--- src/rtl/adc_cal_pkg.sv ---
package adc_cal_pkg;

    typedef enum logic [2:0] {
        PH_IDLE     = 3'd0,
        PH_SELF_OFS = 3'd1,
        PH_SELF_FS  = 3'd2,
        PH_SYS_OFS  = 3'd3,
        PH_SYS_FS   = 3'd4,
        PH_REFILL   = 3'd5
    } cal_phase_e;

    typedef enum logic [1:0] {
        SEL_INPUT = 2'd0,
        SEL_SHORT = 2'd1,
        SEL_REF   = 2'd2
    } front_sel_e;

    localparam logic [2:0] MODE_NORMAL  = 3'b000;
    localparam logic [2:0] MODE_SELF    = 3'b001;
    localparam logic [2:0] MODE_SYS_OFS = 3'b010;
    localparam logic [2:0] MODE_SYS_FS  = 3'b011;

    typedef struct packed {
        logic restart;
        logic ofs_cap;
        logic fs_cap;
        logic clr_mode;
    } fsm_evt_t;

    function automatic logic is_cal_code(input logic [2:0] m);
        return (m == MODE_SELF) || (m == MODE_SYS_OFS) || (m == MODE_SYS_FS);
    endfunction

    function automatic front_sel_e sel_for_phase(input cal_phase_e p);
        case (p)
            PH_SELF_OFS: return SEL_SHORT;
            PH_SELF_FS:  return SEL_REF;
            default:     return SEL_INPUT;
        endcase
    endfunction

endpackage

--- src/rtl/cal_mode_reg.sv ---
module cal_mode_reg #(
    parameter int MODE_W = 3
) (
    input  logic              clk,
    input  logic              rst,
    input  logic              wr_en,
    input  logic [MODE_W-1:0] wr_data,
    input  logic              accept,
    input  logic              clear,
    output logic [MODE_W-1:0] mode_q
);
    always_ff @(posedge clk) begin
        if (rst || clear) begin
            mode_q <= '0;
        end else if (wr_en && accept) begin
            mode_q <= wr_data;
        end
    end
endmodule

--- src/rtl/cal_cycle_counter.sv ---
module cal_cycle_counter #(
    parameter int CNT_W = 3
) (
    input  logic             clk,
    input  logic             rst,
    input  logic             restart,
    input  logic             tick,
    input  logic [CNT_W-1:0] limit,
    output logic             last
);
    logic [CNT_W-1:0] cnt;

    always_ff @(posedge clk) begin
        if (rst || restart) begin
            cnt <= '0;
        end else if (tick) begin
            cnt <= cnt + 1'b1;
        end
    end

    assign last = tick && (cnt == limit - 1'b1);
endmodule

--- src/rtl/cal_phase_fsm.sv ---
module cal_phase_fsm
    import adc_cal_pkg::*;
#(
    parameter int OFS_CYCLES  = 3,
    parameter int FS_CYCLES   = 3,
    parameter int SLAVE_EXTRA = 1,
    parameter int SELF_REFILL = 3,
    parameter int SYS_REFILL  = 1,
    parameter int CNT_W       = 3
) (
    input  logic             clk,
    input  logic             rst,
    input  logic             tick,
    input  logic [2:0]       mode_q,
    input  logic             slave_in,
    input  logic             last,
    output cal_phase_e       phase,
    output logic [CNT_W-1:0] limit,
    output fsm_evt_t         evt
);
    localparam logic [CNT_W-1:0] OFS_LEN    = CNT_W'(OFS_CYCLES);
    localparam logic [CNT_W-1:0] OFS_LEN_SL = CNT_W'(OFS_CYCLES + SLAVE_EXTRA);
    localparam logic [CNT_W-1:0] FS_LEN     = CNT_W'(FS_CYCLES);
    localparam logic [CNT_W-1:0] SELF_RF    = CNT_W'(SELF_REFILL);
    localparam logic [CNT_W-1:0] SYS_RF     = CNT_W'(SYS_REFILL);

    cal_phase_e       phase_nx;
    logic             slave_q, slave_nx;
    logic [CNT_W-1:0] refill_q, refill_nx;
    logic [CNT_W-1:0] sys_len;

    assign sys_len = slave_q ? OFS_LEN_SL : OFS_LEN;

    always_comb begin
        case (phase)
            PH_SELF_OFS,
            PH_SYS_OFS,
            PH_SYS_FS:  limit = sys_len;
            PH_SELF_FS: limit = FS_LEN;
            PH_REFILL:  limit = refill_q;
            default:    limit = OFS_LEN;
        endcase
    end

    always_comb begin
        phase_nx  = phase;
        slave_nx  = slave_q;
        refill_nx = refill_q;
        evt       = '0;
        case (phase)
            PH_IDLE: begin
                if (tick && is_cal_code(mode_q)) begin
                    evt.restart = 1'b1;
                    slave_nx    = slave_in;
                    case (mode_q)
                        MODE_SELF:    phase_nx = PH_SELF_OFS;
                        MODE_SYS_OFS: phase_nx = PH_SYS_OFS;
                        default:      phase_nx = PH_SYS_FS;
                    endcase
                end
            end
            PH_SELF_OFS: begin
                if (last) begin
                    evt.restart = 1'b1;
                    evt.ofs_cap = 1'b1;
                    phase_nx    = PH_SELF_FS;
                end
            end
            PH_SELF_FS: begin
                if (last) begin
                    evt.restart  = 1'b1;
                    evt.fs_cap   = 1'b1;
                    evt.clr_mode = 1'b1;
                    refill_nx    = SELF_RF;
                    phase_nx     = PH_REFILL;
                end
            end
            PH_SYS_OFS,
            PH_SYS_FS: begin
                if (last) begin
                    evt.restart  = 1'b1;
                    evt.ofs_cap  = (phase == PH_SYS_OFS);
                    evt.fs_cap   = (phase == PH_SYS_FS);
                    evt.clr_mode = 1'b1;
                    refill_nx    = SYS_RF;
                    phase_nx     = PH_REFILL;
                end
            end
            PH_REFILL: begin
                if (last) begin
                    evt.restart = 1'b1;
                    phase_nx    = PH_IDLE;
                end
            end
            default: phase_nx = PH_IDLE;
        endcase
    end

    always_ff @(posedge clk) begin
        if (rst) begin
            phase    <= PH_IDLE;
            slave_q  <= 1'b0;
            refill_q <= SYS_RF;
        end else begin
            phase    <= phase_nx;
            slave_q  <= slave_nx;
            refill_q <= refill_nx;
        end
    end
endmodule

--- src/rtl/adc_cal_sequencer.sv ---
module adc_cal_sequencer
    import adc_cal_pkg::*;
#(
    parameter int OFS_CYCLES  = 3,
    parameter int FS_CYCLES   = 3,
    parameter int SLAVE_EXTRA = 1,
    parameter int SELF_REFILL = 3,
    parameter int SYS_REFILL  = 1
) (
    input  logic       clk,
    input  logic       rst,
    input  logic       conv_tick,
    input  logic       mode_wr,
    input  logic [2:0] mode_wdata,
    input  logic       slave_mode,
    input  logic       data_valid,
    output logic [2:0] mode_q,
    output logic [1:0] front_sel,
    output logic       offset_capture,
    output logic       fullscale_capture,
    output logic       drdy_n
);
    localparam int MAX_A   = (OFS_CYCLES + SLAVE_EXTRA > FS_CYCLES) ? OFS_CYCLES + SLAVE_EXTRA : FS_CYCLES;
    localparam int MAX_B   = (SELF_REFILL > SYS_REFILL) ? SELF_REFILL : SYS_REFILL;
    localparam int MAX_LEN = (MAX_A > MAX_B) ? MAX_A : MAX_B;
    localparam int CNT_W   = $clog2(MAX_LEN + 1);

    cal_phase_e       phase;
    fsm_evt_t         evt;
    logic [CNT_W-1:0] limit;
    logic             last;
    logic             seq_busy;
    logic             mode_clr;
    logic             wr_accept;

    assign seq_busy  = (phase != PH_IDLE);
    assign mode_clr  = evt.clr_mode;
    assign wr_accept = !seq_busy && !(conv_tick && is_cal_code(mode_q));

    cal_mode_reg #(.MODE_W(3)) u_mode (
        .clk     (clk),
        .rst     (rst),
        .wr_en   (mode_wr),
        .wr_data (mode_wdata),
        .accept  (wr_accept),
        .clear   (mode_clr),
        .mode_q  (mode_q)
    );

    cal_cycle_counter #(.CNT_W(CNT_W)) u_cnt (
        .clk     (clk),
        .rst     (rst),
        .restart (evt.restart),
        .tick    (conv_tick),
        .limit   (limit),
        .last    (last)
    );

    cal_phase_fsm #(
        .OFS_CYCLES  (OFS_CYCLES),
        .FS_CYCLES   (FS_CYCLES),
        .SLAVE_EXTRA (SLAVE_EXTRA),
        .SELF_REFILL (SELF_REFILL),
        .SYS_REFILL  (SYS_REFILL),
        .CNT_W       (CNT_W)
    ) u_fsm (
        .clk      (clk),
        .rst      (rst),
        .tick     (conv_tick),
        .mode_q   (mode_q),
        .slave_in (slave_mode),
        .last     (last),
        .phase    (phase),
        .limit    (limit),
        .evt      (evt)
    );

    assign front_sel         = sel_for_phase(phase);
    assign offset_capture    = evt.ofs_cap;
    assign fullscale_capture = evt.fs_cap;
    assign drdy_n            = seq_busy || !data_valid;
endmodule

--- config.mk ---
export PLATFORM = sky130hd
export DESIGN_NAME = adc_cal_sequencer
export DESIGN_NICKNAME = d
export VERILOG_FILES = /design/src/rtl/adc_cal_pkg.sv /design/src/rtl/cal_mode_reg.sv /design/src/rtl/cal_cycle_counter.sv /design/src/rtl/cal_phase_fsm.sv /design/src/rtl/adc_cal_sequencer.sv
export SDC_FILE = /design/constraint.sdc
export NUM_CORES = 1
export LEC_CHECK = 0
export BUFFER_PORTS_ARGS = -buffer_cell sky130_fd_sc_hd__buf_2
export CORE_ASPECT_RATIO = 0.75
export CORE_UTILIZATION = 40
export CTS_CLUSTER_DIAMETER = 50
export DETAILED_ROUTE_END_ITERATION = 12
export GPL_ROUTABILITY_DRIVEN = 0
export SLEW_MARGIN = 0
export SYNTH_ARGS = -nofsm -noshare
export SYNTH_HDL_FRONTEND = slang
export SYNTH_SLANG_ARGS = --single-unit
--- constraint.sdc ---
create_clock -name clk -period 5.52 [get_ports clk]
set_input_delay 0.276 -clock clk [delete_from_list [all_inputs] [get_ports clk]]
set_output_delay 0.276 -clock clk [all_outputs]
set_load 0.02 [all_outputs]
### After elaboration in Yosys (flattened, before gate mapping)

Index checks and enable logic that the tools add are counted.

| operators by class | value |
|---|---|
| $add $sub $neg | 2 |
| eq/ne operators | 15 |
| multiplexer cells | 19 |
| reduce and logical (&&, ||, !) cells | 22 |

Operator list:

| operator | count |
|---|---|
| 2-to-1 mux 3 bit | 7 |
| one-hot mux 3 bit (2 select lines) | 3 |
| equality test 3 x 2 -> 1 bit, second input constant | 4 |
| one-hot mux 3 bit (4 select lines) | 1 |
| inequality test 2 bit, second input constant | 5 |
| one-hot mux 2 bit (2 select lines) | 2 |
| equality test 3 x 1 -> 1 bit, second input constant | 2 |
| equality test 3 bit, second input constant | 2 |
| OR reduction 3 bit | 2 |
| logical OR 1 bit | 5 |
| logical AND 1 bit | 4 |
| 2-to-1 mux 4 bit | 1 |
| one-hot mux 1 bit (4 select lines) | 1 |
| AND reduction 4 bit | 1 |
| OR reduction 2 bit | 2 |
| adder 3 x 1 -> 3 bit, second input constant | 1 |
| equality test 3 bit | 1 |
| zero test 1 bit | 3 |
| zero test 3 bit | 1 |
| AND reduction 3 bit | 1 |
| nonzero test 3 bit | 1 |
| subtractor 3 x 1 -> 3 bit, second input constant | 1 |
| 2-to-1 mux 1 bit | 2 |
| 2-to-1 mux 2 bit | 1 |
| other kinds (4) | 4 |

| word-level totals | value |
|---|---|
| register bits | 13 |
| input port bits | 9 |
| output and inout bits | 8 |
| word-level logic and storage cells | 63 |

### Depth between registers and ports, before layout

Gate-level depths: netlist (run 1).

| depth | value |
|---|---|
| word-level depth | 9 |
| depth in mapped cells | 10 |
| gate-level depth less buffers | 9 |

### Cells and area by module

A second synthesis (run 1) with hierarchy kept.

| second synthesis, totals | value |
|---|---|
| cell total of the unflattened synthesis | 89 |
| area total of the unflattened synthesis | 784.5 um^2 |

Modules (own cells, without submodules):

| module | times used | cells each | area each (um^2) | sequential area each (um^2) |
|---|---|---|---|---|
| cal_phase_fsm | 1 | 51 | 416.6 | 100.1 |
| cal_cycle_counter | 1 | 18 | 195.2 | 60.1 |
| cal_mode_reg | 1 | 13 | 126.4 | 60.1 |
| adc_cal_sequencer | 1 | 7 | 46.3 | 0.0 |

### Worst setup path after synthesis (run 1)

OpenSTA, ideal clock, no wires.

| timing path | value |
|---|---|
| path type | register -> output |
| start | register u_fsm.phase[0] |
| end | output port fullscale_capture |
| arrival | 2.387 ns |
| required time | 5.244 ns |
| path slack | 2.857 ns |
| stages on the path, launching flop included | 11 |
| path buffers | 1 |
| cell sequence | dfxtp_1 buf_4 nor3b_2 o21ai_0 o31ai_1 ha_1 xor2_2 a2111o_1 a21oi_4 nand2_1 a21oi_1 |

| on the way | value |
|---|---|
| longest elaborated chain between the ends | 8 |
| elaborated cells between the ends (all ways) | 14 |
| those cells by class | add/sub: 1; eq/ne: 6; mux: 4; reduce/logical: 3 |

RTL lines:

| what | line | text |
|---|---|---|
| start, declared | cal_phase_fsm.sv:17 | `output cal_phase_e phase,` |
| start signal, assigned | cal_phase_fsm.sv:105 | `phase <= phase_nx;` |
| equality test 3 x 1 -> 1 bit (tied with other cells) | cal_phase_fsm.sv:35 | `case (phase)` |
| OR reduction 3 bit | cal_phase_fsm.sv:35 |  |
| one-hot mux 3 bit (2 select lines) | cal_phase_fsm.sv:35 |  |
| subtractor 3 x 1 -> 3 bit | cal_cycle_counter.sv:21 | `assign last = tick && (cnt == limit - 1'b1);` |
| equality test 3 bit | cal_cycle_counter.sv:21 |  |
| logical AND 1 bit | cal_cycle_counter.sv:21 |  |
| 2-to-1 mux 4 bit / 2-to-1 mux 2 bit (equally long branches) | cal_phase_fsm.sv:80, cal_phase_fsm.sv:70 |  |
| one-hot mux 2 bit (2 select lines) (*) | cal_phase_fsm.sv:50 | `case (phase)` |
| end, declared | adc_cal_sequencer.sv:20 | `output logic fullscale_capture,` |

Every way passes the cells marked *; elsewhere a longest branch is shown, timed or not.

### Worst setup path after layout (run 1)

| timing path | value |
|---|---|
| start | register u_fsm.phase[2] |
| end | output port fullscale_capture |

Same word-level chain as after synthesis.

==> results of run 1 <==
## layout make-up
cell class / instances / area [sq um] / share of cell area [%]
inverter: 2 / 7.51 / 0.797
tap: 24 / 30.0 / 3.19
clock buffer: 4 / 26.3 / 2.79
multi-input combinational: 81 / 578 / 61.4
timing repair buffer: 16 / 80.1 / 8.50
sequential: 11 / 220 / 23.4
## per-layer routing
layer | track usage (%) | routed length [microns] | vias to the layer above | part of all wire [%]
met5 | 0 | 0 | - | 0
met4 | 4.50 | 11 | 0 | 0.59
met3 | 5.92 | 159 | 2 | 8.5
met2 | 22.7 | 732 | 35 | 39
met1 | 26.6 | 972 | 380 | 52
li1 | - | - | 396 | -
## critical path: stages, from the launching register on
cell and delay (ps):
dfxtp_1 610, nor2b_1 160, o21ai_0 370, o31ai_1 140, ha_1 230, xor2_2 170
a2111o_1 430, a21oi_4 270, nand2_1 110, a21oi_1 130, buf_2 180
## path summary, 6_finish.rpt
path | startpoint | end | slack (ps)
max reg2reg | u_fsm.phase[2] | u_fsm.refill_q[1] | 2450
max | u_fsm.phase[2] | fullscale_capture | 2170
min | slave_mode | u_fsm.slave_q | 250
min reg2reg | u_cnt.cnt[1] | u_cnt.cnt[1] | 550
## through the flow
step                      utilization, %  instance area (sq um)  power [mW]  hold slack [ps]
final                               47.2                    942       0.356              249
after global routing                47.2                    942       0.385              277
after CTS                           47.2                    942       0.355              257
after detailed placement            45.9                    916       0.299              536
after global placement              45.9                    916       0.297              518
after floorplan                        -                    850       0.269              423
## flip-flops by register name, summed over array words and instances (netlist names)
signal / cells
u_fsm.refill_q: 1
u_fsm.phase: 3
u_cnt.cnt: 3
u_fsm.slave_q: 1
u_mode.mode_q: 3
## cell usage after synthesis, types with 2 or more instances
cell type / n / area (sq um)
a21oi_1: 6 / 30.0
buf_4: 4 / 30.0
dfxtp_1: 11 / 220
ha_1: 2 / 25.0
inv_1: 2 / 7.51
mux2i_1: 6 / 60.1
nand2_1: 7 / 26.3
nand2b_1: 3 / 18.8
nand3_1: 3 / 15.0
nor2_1: 11 / 41.3
nor2b_1: 5 / 31.3
nor3_1: 3 / 15.0
o21ai_0: 2 / 10.0
o31ai_1: 2 / 15.0
or2_2: 2 / 12.5
xnor2_1: 2 / 17.5
xor2_1: 2 / 17.5
## kinds of logic after synthesis
kind of cell / Yosys count / synth area share [%]
flip-flops: 11 / 25.9
AO/OA/AOI/OAI: 26 / 25.8
AND/OR/NAND/NOR: 42 / 26.2
multiplexers: 6 / 7.07
adder cells (fa/ha/maj): 2 / 2.95
XOR/XNOR: 5 / 6.04
buffers and inverters: 9 / 6.04
## report_power, final
part	internal (mW)	total, mW	switching (mW)
registers	0.0942	0.130	0.0357
clock network	0.0280	0.0571	0.0291
logic	0.0746	0.169	0.0949
==> results.sh, run 1 <==
export IMPL_cp_arrival_ps=3070
export IMPL_nets=126
export IMPL_cts_hold_buf=0
export IMPL_start_kind="flip-flop"
export IMPL_drt_wl_total_mm=1.88
export IMPL_finalMaxSlewViolations=0
export IMPL_synthFlopType="dfxtp_1"
export IMPL_cts_tree="built"
export IMPL_yosys_cell_types_count=45
export IMPL_end_kind="output pin"
export IMPL_cts_max_path_buffers=2
export IMPL_mostFrequentLayoutCell="buf_2"
export IMPL_dpl_worst_slack_ps=2490
export IMPL_grt_antenna_before_repair=0
export IMPL_max_clock_freq_ghz=0.299
export IMPL_initialDrtViolationCount=18
export IMPL_outcome="completed"
export IMPL_hold_viol_final=0
export IMPL_post_route_drc_count=0
export IMPL_cts_sinks=11
export IMPL_final_cell_mix="buf_2, nor2_1, dfxtp_1, nand2_1"
export IMPL_initial_utilization_pct=42.5
export IMPL_worstMarginPinSlew_ps=518
export IMPL_vdd_ir_drop_max_mv=0.242
export IMPL_grtUsageTotal_pct=17.4
export IMPL_fin_skew_ps=8.03
export IMPL_hold_class="input port to flip-flop"
export IMPL_netlist_area_sq_um=850
export IMPL_core_sq_um=2000
export IMPL_io_buffers=16
export IMPL_worstRegToRegCells=9
export IMPL_syn_inst=101
export IMPL_worstHoldPathCells=3
export IMPL_powerDensity_nw_per_um2=378
export IMPL_power_leakage_nw=0.419
export IMPL_post_cts_setup_buffers=0
export IMPL_async_reset_ff_share_pct=0
export IMPL_ys_ff_latch=11
export IMPL_dp_final_hpwl_mm=1.41
export IMPL_chipWidth_microns=55.2
export IMPL_synth_fp_nets=112
export IMPL_dp_cells=134
export IMPL_grt_max_degree=18
export IMPL_synth_warnings=0
export IMPL_ys_seq_area_share_pct=25.9
export IMPL_avgRoutedWirePerCell_microns=13.6
export IMPL_drive_gt1_share_pct=24.6
export IMPL_rsz0062_at_grt="no"
export IMPL_grt_pass1_wl_mm=3.16
export IMPL_slew_headroom_pct=64.6
export IMPL_cts_buffers=3
export IMPL_die_area_sq_um=2310
export IMPL_clk_latency_ps=280
export IMPL_root_buffer="clkbuf_4"
export IMPL_grt_ovfl_total=0
export IMPL_timing_final_crit_period_ps=3350
export IMPL_die_h_microns=41.9
export IMPL_dr_pass1_iters=4
export IMPL_setup_tns_ps=0
export IMPL_rows=14
export IMPL_areaGrowthSynthToFinish_pct=10.9
export IMPL_ant_nets=0
export IMPL_ctsResizeCount=0
export IMPL_finalCritPeriodShare_pct=60.7
export IMPL_via_count=813
export IMPL_syn_avg_cell_area_sq_um=8.41
export IMPL_via_per_inst=5.89
export IMPL_ctsHtreeMaxLevel=1
export IMPL_clk_pin_slew_ps=80
export IMPL_grt_pass1_vias=689
export IMPL_fin_ws_ps=2170
export IMPL_worst_setup_path_type="flip-flop to output pin"
export IMPL_final_cells=138
export IMPL_antenna_cells=0
export IMPL_required_ps=5240
export IMPL_ios=17
export IMPL_critPathMaxFanout=14
export IMPL_synth_edf_count=0
export IMPL_setup_viol=0
export IMPL_nFillCells=207
export IMPL_cap_violations=0
No activity file was read; power rests on OpenSTA's default activity.
==> run 2: changes to the inputs <==
==> constraint.sdc (replaced) <==
create_clock -name clk -period 2.8 [get_ports clk]
set_input_delay 0.14 -clock clk [delete_from_list [all_inputs] [get_ports clk]]
set_output_delay 0.14 -clock clk [all_outputs]
set_load 0.02 [all_outputs]
==> results.sh, run 2 (synthesized netlist as in run 1, its figures left out) <==
export IMPL_top_regs="u_cnt.cnt x3, u_fsm.phase x3, u_mode.mode_q x3"
export IMPL_grt_ovfl_total=0
export IMPL_post_route_drc_count=0
export IMPL_via_per_inst=5.63
export IMPL_grt_max_degree=15
export IMPL_via_count=811
export IMPL_ant_nets=0
export IMPL_initial_utilization_pct=42.5
export IMPL_grt_pass1_vias=732
export IMPL_power_mw=0.762
export IMPL_grt_antenna_before_repair=0
export IMPL_nets=132
export IMPL_start_kind="flip-flop"
export IMPL_finalCritPeriodShare_pct=92.7
export IMPL_cts_hold_buf=0
export IMPL_critPathMaxFanout=6
export IMPL_power_leakage_nw=0.450
export IMPL_worstMarginPinSlew_ps=384
export IMPL_areaGrowthSynthToFinish_pct=21.1
export IMPL_cts_sinks=11
export IMPL_mostFrequentLayoutCell="buf_2"
export IMPL_hold_viol_final=0
export IMPL_root_buffer="clkbuf_4"
export IMPL_ctsHtreeMaxLevel=1
export IMPL_initialDrtViolationCount=41
export IMPL_setup_viol=0
export IMPL_cp_arrival_ps=2460
export IMPL_clk_pin_slew_ps=80
export IMPL_final_util_pct=51.5
export IMPL_powerDensity_nw_per_um2=741
export IMPL_ios=17
export IMPL_max_clock_freq_ghz=0.385
export IMPL_clk_latency_ps=280
export IMPL_finalMaxSlewViolations=0
export IMPL_die_h_microns=41.9
export IMPL_timing_final_crit_period_ps=2600
export IMPL_dpl_cell_area_sq_um=953
export IMPL_hold_class="input port to flip-flop"
export IMPL_dp_final_hpwl_mm=1.48
export IMPL_dp_cells=139
export IMPL_io_buffers=16
export IMPL_die_area_sq_um=2310
export IMPL_cts_tree="built"
export IMPL_dr_pass1_iters=4
export IMPL_grtUsageTotal_pct=18.8
export IMPL_cts_max_path_buffers=2
export IMPL_end_kind="output pin"
export IMPL_final_cell_mix="buf_2, nor2_1, dfxtp_1, nand2_1"
export IMPL_worst_setup_path_type="flip-flop to output pin"
export IMPL_drive_gt1_share_pct=35.0
export IMPL_avgRoutedWirePerCell_microns=13.9
export IMPL_grt_pass1_wl_mm=3.37
export IMPL_fin_area_sq_um=1030
export IMPL_outcome="completed"
export IMPL_final_cells=144
export IMPL_chipWidth_microns=55.2
export IMPL_rows=14
export IMPL_vdd_ir_drop_max_mv=0.396
export IMPL_antenna_cells=0
export IMPL_required_ps=2660
export IMPL_cts_buffers=3
export IMPL_fin_skew_ps=4.39
export IMPL_drt_wl_total_mm=2.01
export IMPL_core_sq_um=2000
export IMPL_slew_headroom_pct=73.7
export IMPL_cap_violations=0
==> run 2: cell count changes in the layout (fill, tap and decap cells not counted), sizes merged <==
| cell | previous run | this run |
|---|---|---|
| clkinv | 0 | 1 |
| clkbuf | 4 | 3 |
| buf | 16 | 22 |
==> run 2: cell type report <==
class | instances | area, sq um
Fill cell | 208 | 968
Multi-Input combinational cell | 81 | 616
Sequential cell | 11 | 223
Timing Repair Buffer | 22 | 125
Tap cell | 24 | 30.0
Clock buffer | 3 | 22.5
Inverter | 2 | 7.51
Clock inverter | 1 | 5.00
==> run 2: worst max-delay path: stages (launching register included) <==
cell,delay (ps)
dfxtp_2,390
nor3b_4,280
o21ai_2,110
o31ai_2,80
ha_2,230
xor2_2,280
o2111ai_4,210
a21oi_4,220
nand2_1,90
a21oi_1,100
buf_2,170
==> run 2: report_power, final <==
| part | switching (mW) | internal, mW | total [mW] | leakage [nW] |
|---|---|---|---|---|
| logic | 0.232 | 0.180 | 0.413 | 0.342 |
| registers | 0.0470 | 0.188 | 0.235 | 0.0906 |
| clock network | 0.0615 | 0.0531 | 0.115 | 0.0177 |
==> run 2: final timing paths <==
path / start / end / slack (ps) / cells past startpoint
max: u_fsm.phase[2] / fullscale_capture / 200 / 10
min: slave_mode / u_fsm.slave_q / 90 / 3
min reg2reg: u_cnt.cnt[1] / u_cnt.cnt[1] / 550 / 2
max reg2reg: u_fsm.phase[2] / u_fsm.refill_q[1] / 310 / 9
==> run 2: timing repair <==
item | in CTS | in global routing
pin swaps | 1 | 1
setup buffers | 1 | 0
endpoints found under the setup margin | 2 | 4
resized for setup | 1 | 9
==> run 2: metrics by stage <==
| stage | worst slack (ps) | hold WS [ps] | TNS [ps] |
|---|---|---|---|
| floorplan | 273 | 287 | 0 |
| global placement | 314 | 382 | 0 |
| detailed placement | 162 | 388 | 0 |
| CTS | 70.9 | 86.2 | 0 |
| global route | -10.9 | 114 | -10.9 |
| finish | 203 | 92.3 | 0 |
==> run 2: layer usage <==
layer,track usage [%],up-vias,routed length (microns)
li1,-,411,-
met1,25.1,366,986
met2,27.7,29,867
met3,4.98,5,117
met4,10.0,0,34
met5,0,-,0
==> run 3: changes to the inputs <==
--- a/config.mk
+++ b/config.mk
@@ -7,10 +7,13 @@
 export LEC_CHECK = 0
 export BUFFER_PORTS_ARGS = -buffer_cell sky130_fd_sc_hd__buf_2
 export CORE_ASPECT_RATIO = 0.75
+export CORE_MARGIN = 1.5
 export CORE_UTILIZATION = 40
+export CTS_BUF_LIST = sky130_fd_sc_hd__clkbuf_4
 export CTS_CLUSTER_DIAMETER = 50
 export DETAILED_ROUTE_END_ITERATION = 12
 export GPL_ROUTABILITY_DRIVEN = 0
+export PLACE_DENSITY = 0.73
 export SLEW_MARGIN = 0
 export SYNTH_ARGS = -nofsm -noshare
 export SYNTH_HDL_FRONTEND = slang
==> results.sh, run 3 (synthesized netlist as in run 1, its figures left out) <==
export IMPL_drt_wl_total_mm=2.08
export IMPL_power_mw=0.768
export IMPL_nets=132
export IMPL_cts_hold_buf=0
export IMPL_ant_nets=0
export IMPL_fin_skew_ps=1.59
export IMPL_finalMaxSlewViolations=0
export IMPL_cp_num_buf_inv=1
export IMPL_cp_arrival_ps=2480
export IMPL_grt_antenna_before_repair=0
export IMPL_io_buffers=16
export IMPL_antenna_cells=0
export IMPL_timing_rr_start="u_fsm.phase[1]"
export IMPL_cap_violations=0
export IMPL_top_regs="u_cnt.cnt x3, u_fsm.phase x3, u_mode.mode_q x3"
export IMPL_worstRegToRegCells=10
export IMPL_fin_area_sq_um=1040
export IMPL_reg2reg_to="u_fsm.phase[0]"
export IMPL_die_area_sq_um=2410
export IMPL_root_buffer="clkbuf_4"
export IMPL_drive_gt1_share_pct=36.7
export IMPL_outcome="completed"
export IMPL_clk_pin_slew_ps=80
export IMPL_setup_viol=0
export IMPL_via_count=810
export IMPL_max_clock_freq_ghz=0.382
export IMPL_vdd_ir_drop_max_mv=0.429
export IMPL_hp_start="slave_mode"
export IMPL_end_kind="output pin"
export IMPL_slowest_delay_ps=390
export IMPL_cts_buffers=3
export IMPL_cts_tree="built"
export IMPL_hold_class="input port to flip-flop"
export IMPL_hold_viol_final=0
export IMPL_post_route_drc_count=0
export IMPL_worstHoldPathCells=3
export IMPL_routed_wl_met2_microns=896
export IMPL_finalCritPeriodShare_pct=93.4
export IMPL_areaGrowthSynthToFinish_pct=22.2
export IMPL_met1_length_mm=1.05
export IMPL_cts_max_path_buffers=2
export IMPL_fin_hold_ws_ps=108
export IMPL_power_leakage_nw=0.453
export IMPL_dpl_cell_area_sq_um=946
export IMPL_mostFrequentLayoutCell="buf_2"
export IMPL_nFillCells=200
export IMPL_powerDensity_nw_per_um2=739
export IMPL_final_cells=144
export IMPL_grt_pass1_vias=714
export IMPL_clk_latency_ps=270
export IMPL_worst_setup_path_type="flip-flop to output pin"
export IMPL_timing_final_crit_period_ps=2620
export IMPL_chipWidth_microns=56.2
export IMPL_slew_headroom_pct=75.5
export IMPL_initialDrtViolationCount=34
export IMPL_final_cell_mix="buf_2, nor2_1, dfxtp_1"
export IMPL_ios=17
export IMPL_cp_top_family="compound AO/OA/AOI/OAI gates"
export IMPL_rows=14
export IMPL_wl_met3_microns=128
export IMPL_layout_area_seq_sq_um=221
export IMPL_cts_sinks=11
export IMPL_dr_max_layer_used="met4"
export IMPL_dp_final_hpwl_mm=1.53
export IMPL_worst_r2r_setup_slack_ps=330
export IMPL_dp_cells=138
export IMPL_multi_input_area_sq_um=627
export IMPL_ctsHtreeMaxLevel=1
export IMPL_worst_hold_path_endpoint="u_fsm.slave_q"
export IMPL_grtUsageTotal_pct=17.9
export IMPL_dr_pass1_iters=4
export IMPL_die_h_microns=42.9
export IMPL_grt_ovfl_total=0
export IMPL_avgRoutedWirePerCell_microns=14.5
export IMPL_grt_pass1_wl_mm=3.29
export IMPL_start_kind="flip-flop"
export IMPL_grt_max_degree=13
export IMPL_setup_tns_ps=0
export IMPL_critPathMaxFanout=6
export IMPL_required_ps=2660
export IMPL_core_sq_um=2000
export IMPL_initial_utilization_pct=42.5
export IMPL_worstMarginPinSlew_ps=359
export IMPL_cp_cell_sequence="nor3b_2 > o21ai_2 > o31ai_2 > ha_2 > xor2_2 > a2111o_1 > a21oi_4 > nand2_1 > a21oi_1 > buf_2"
export IMPL_via_per_inst=5.63
export IMPL_critPathSlowestCell="a2111o_1"
run 3: cell counts in the layout (fill, tap and decap cells not counted):
Identical to the previous run, type by type.
run 3: worst max path at each step:
stage                   start           endpoint  slack [ps]  cells past startpoint
5_1_grt        u_fsm.phase[0]  fullscale_capture         -30                     10
2_1_floorplan  u_fsm.phase[0]  fullscale_capture         270                     10
4_1_cts        u_fsm.phase[2]  fullscale_capture          70                     10
3_5_place_dp   u_fsm.phase[0]     u_fsm.phase[0]         130                      9
6_report       u_fsm.phase[1]  fullscale_capture         180                     10
3_3_place_gp   u_fsm.phase[0]     u_fsm.phase[0]         170                      9
run 3: where the power goes:
group / switching (mW) / internal, mW
combinational: 0.239 / 0.184
sequential: 0.0450 / 0.187
clock: 0.0605 / 0.0529
run 3: what timing repair did:
action                     in CTS  in global routing
cloned                          0                  0
setup endpoints to repair       2                  2
pin swaps                       1                  1
setup buffers                   2                  0
resized for setup               2                 10
run 3: per-stage QoR:
stage                     setup slack [ps]  util [%]
final                                  184      52.0
after global routing                 -25.2      52.0
after floorplan                        273         -
after detailed placement               132      47.4
after global placement                 174      47.4
after CTS                             69.7      49.7
run 3: tightest hold or removal path: cells and delay by family:
family                 cells  cell delay (ps)
buffers and inverters      1               70
muxes                      1               50
and+or+nand+nor            1               80
run 3: metal layers:
| metal | track usage, % | vias up |
|---|---|---|
| met5 | 0 | - |
| met4 | 4.29 | 0 |
| met3 | 8.84 | 2 |
| met2 | 23.8 | 20 |
| met1 | 25.5 | 379 |
| li1 | - | 409 |
run 3: cell type report:
| class | instances | share of cell area (%) |
|---|---|---|
| clock buffer | 3 | 2.17 |
| clock inverter | 1 | 0.482 |
| inverter | 2 | 0.723 |
| multi-input combinational | 81 | 60.4 |
| sequential | 11 | 21.3 |
| tap | 24 | 2.89 |
| timing repair buffer | 22 | 12.0 |
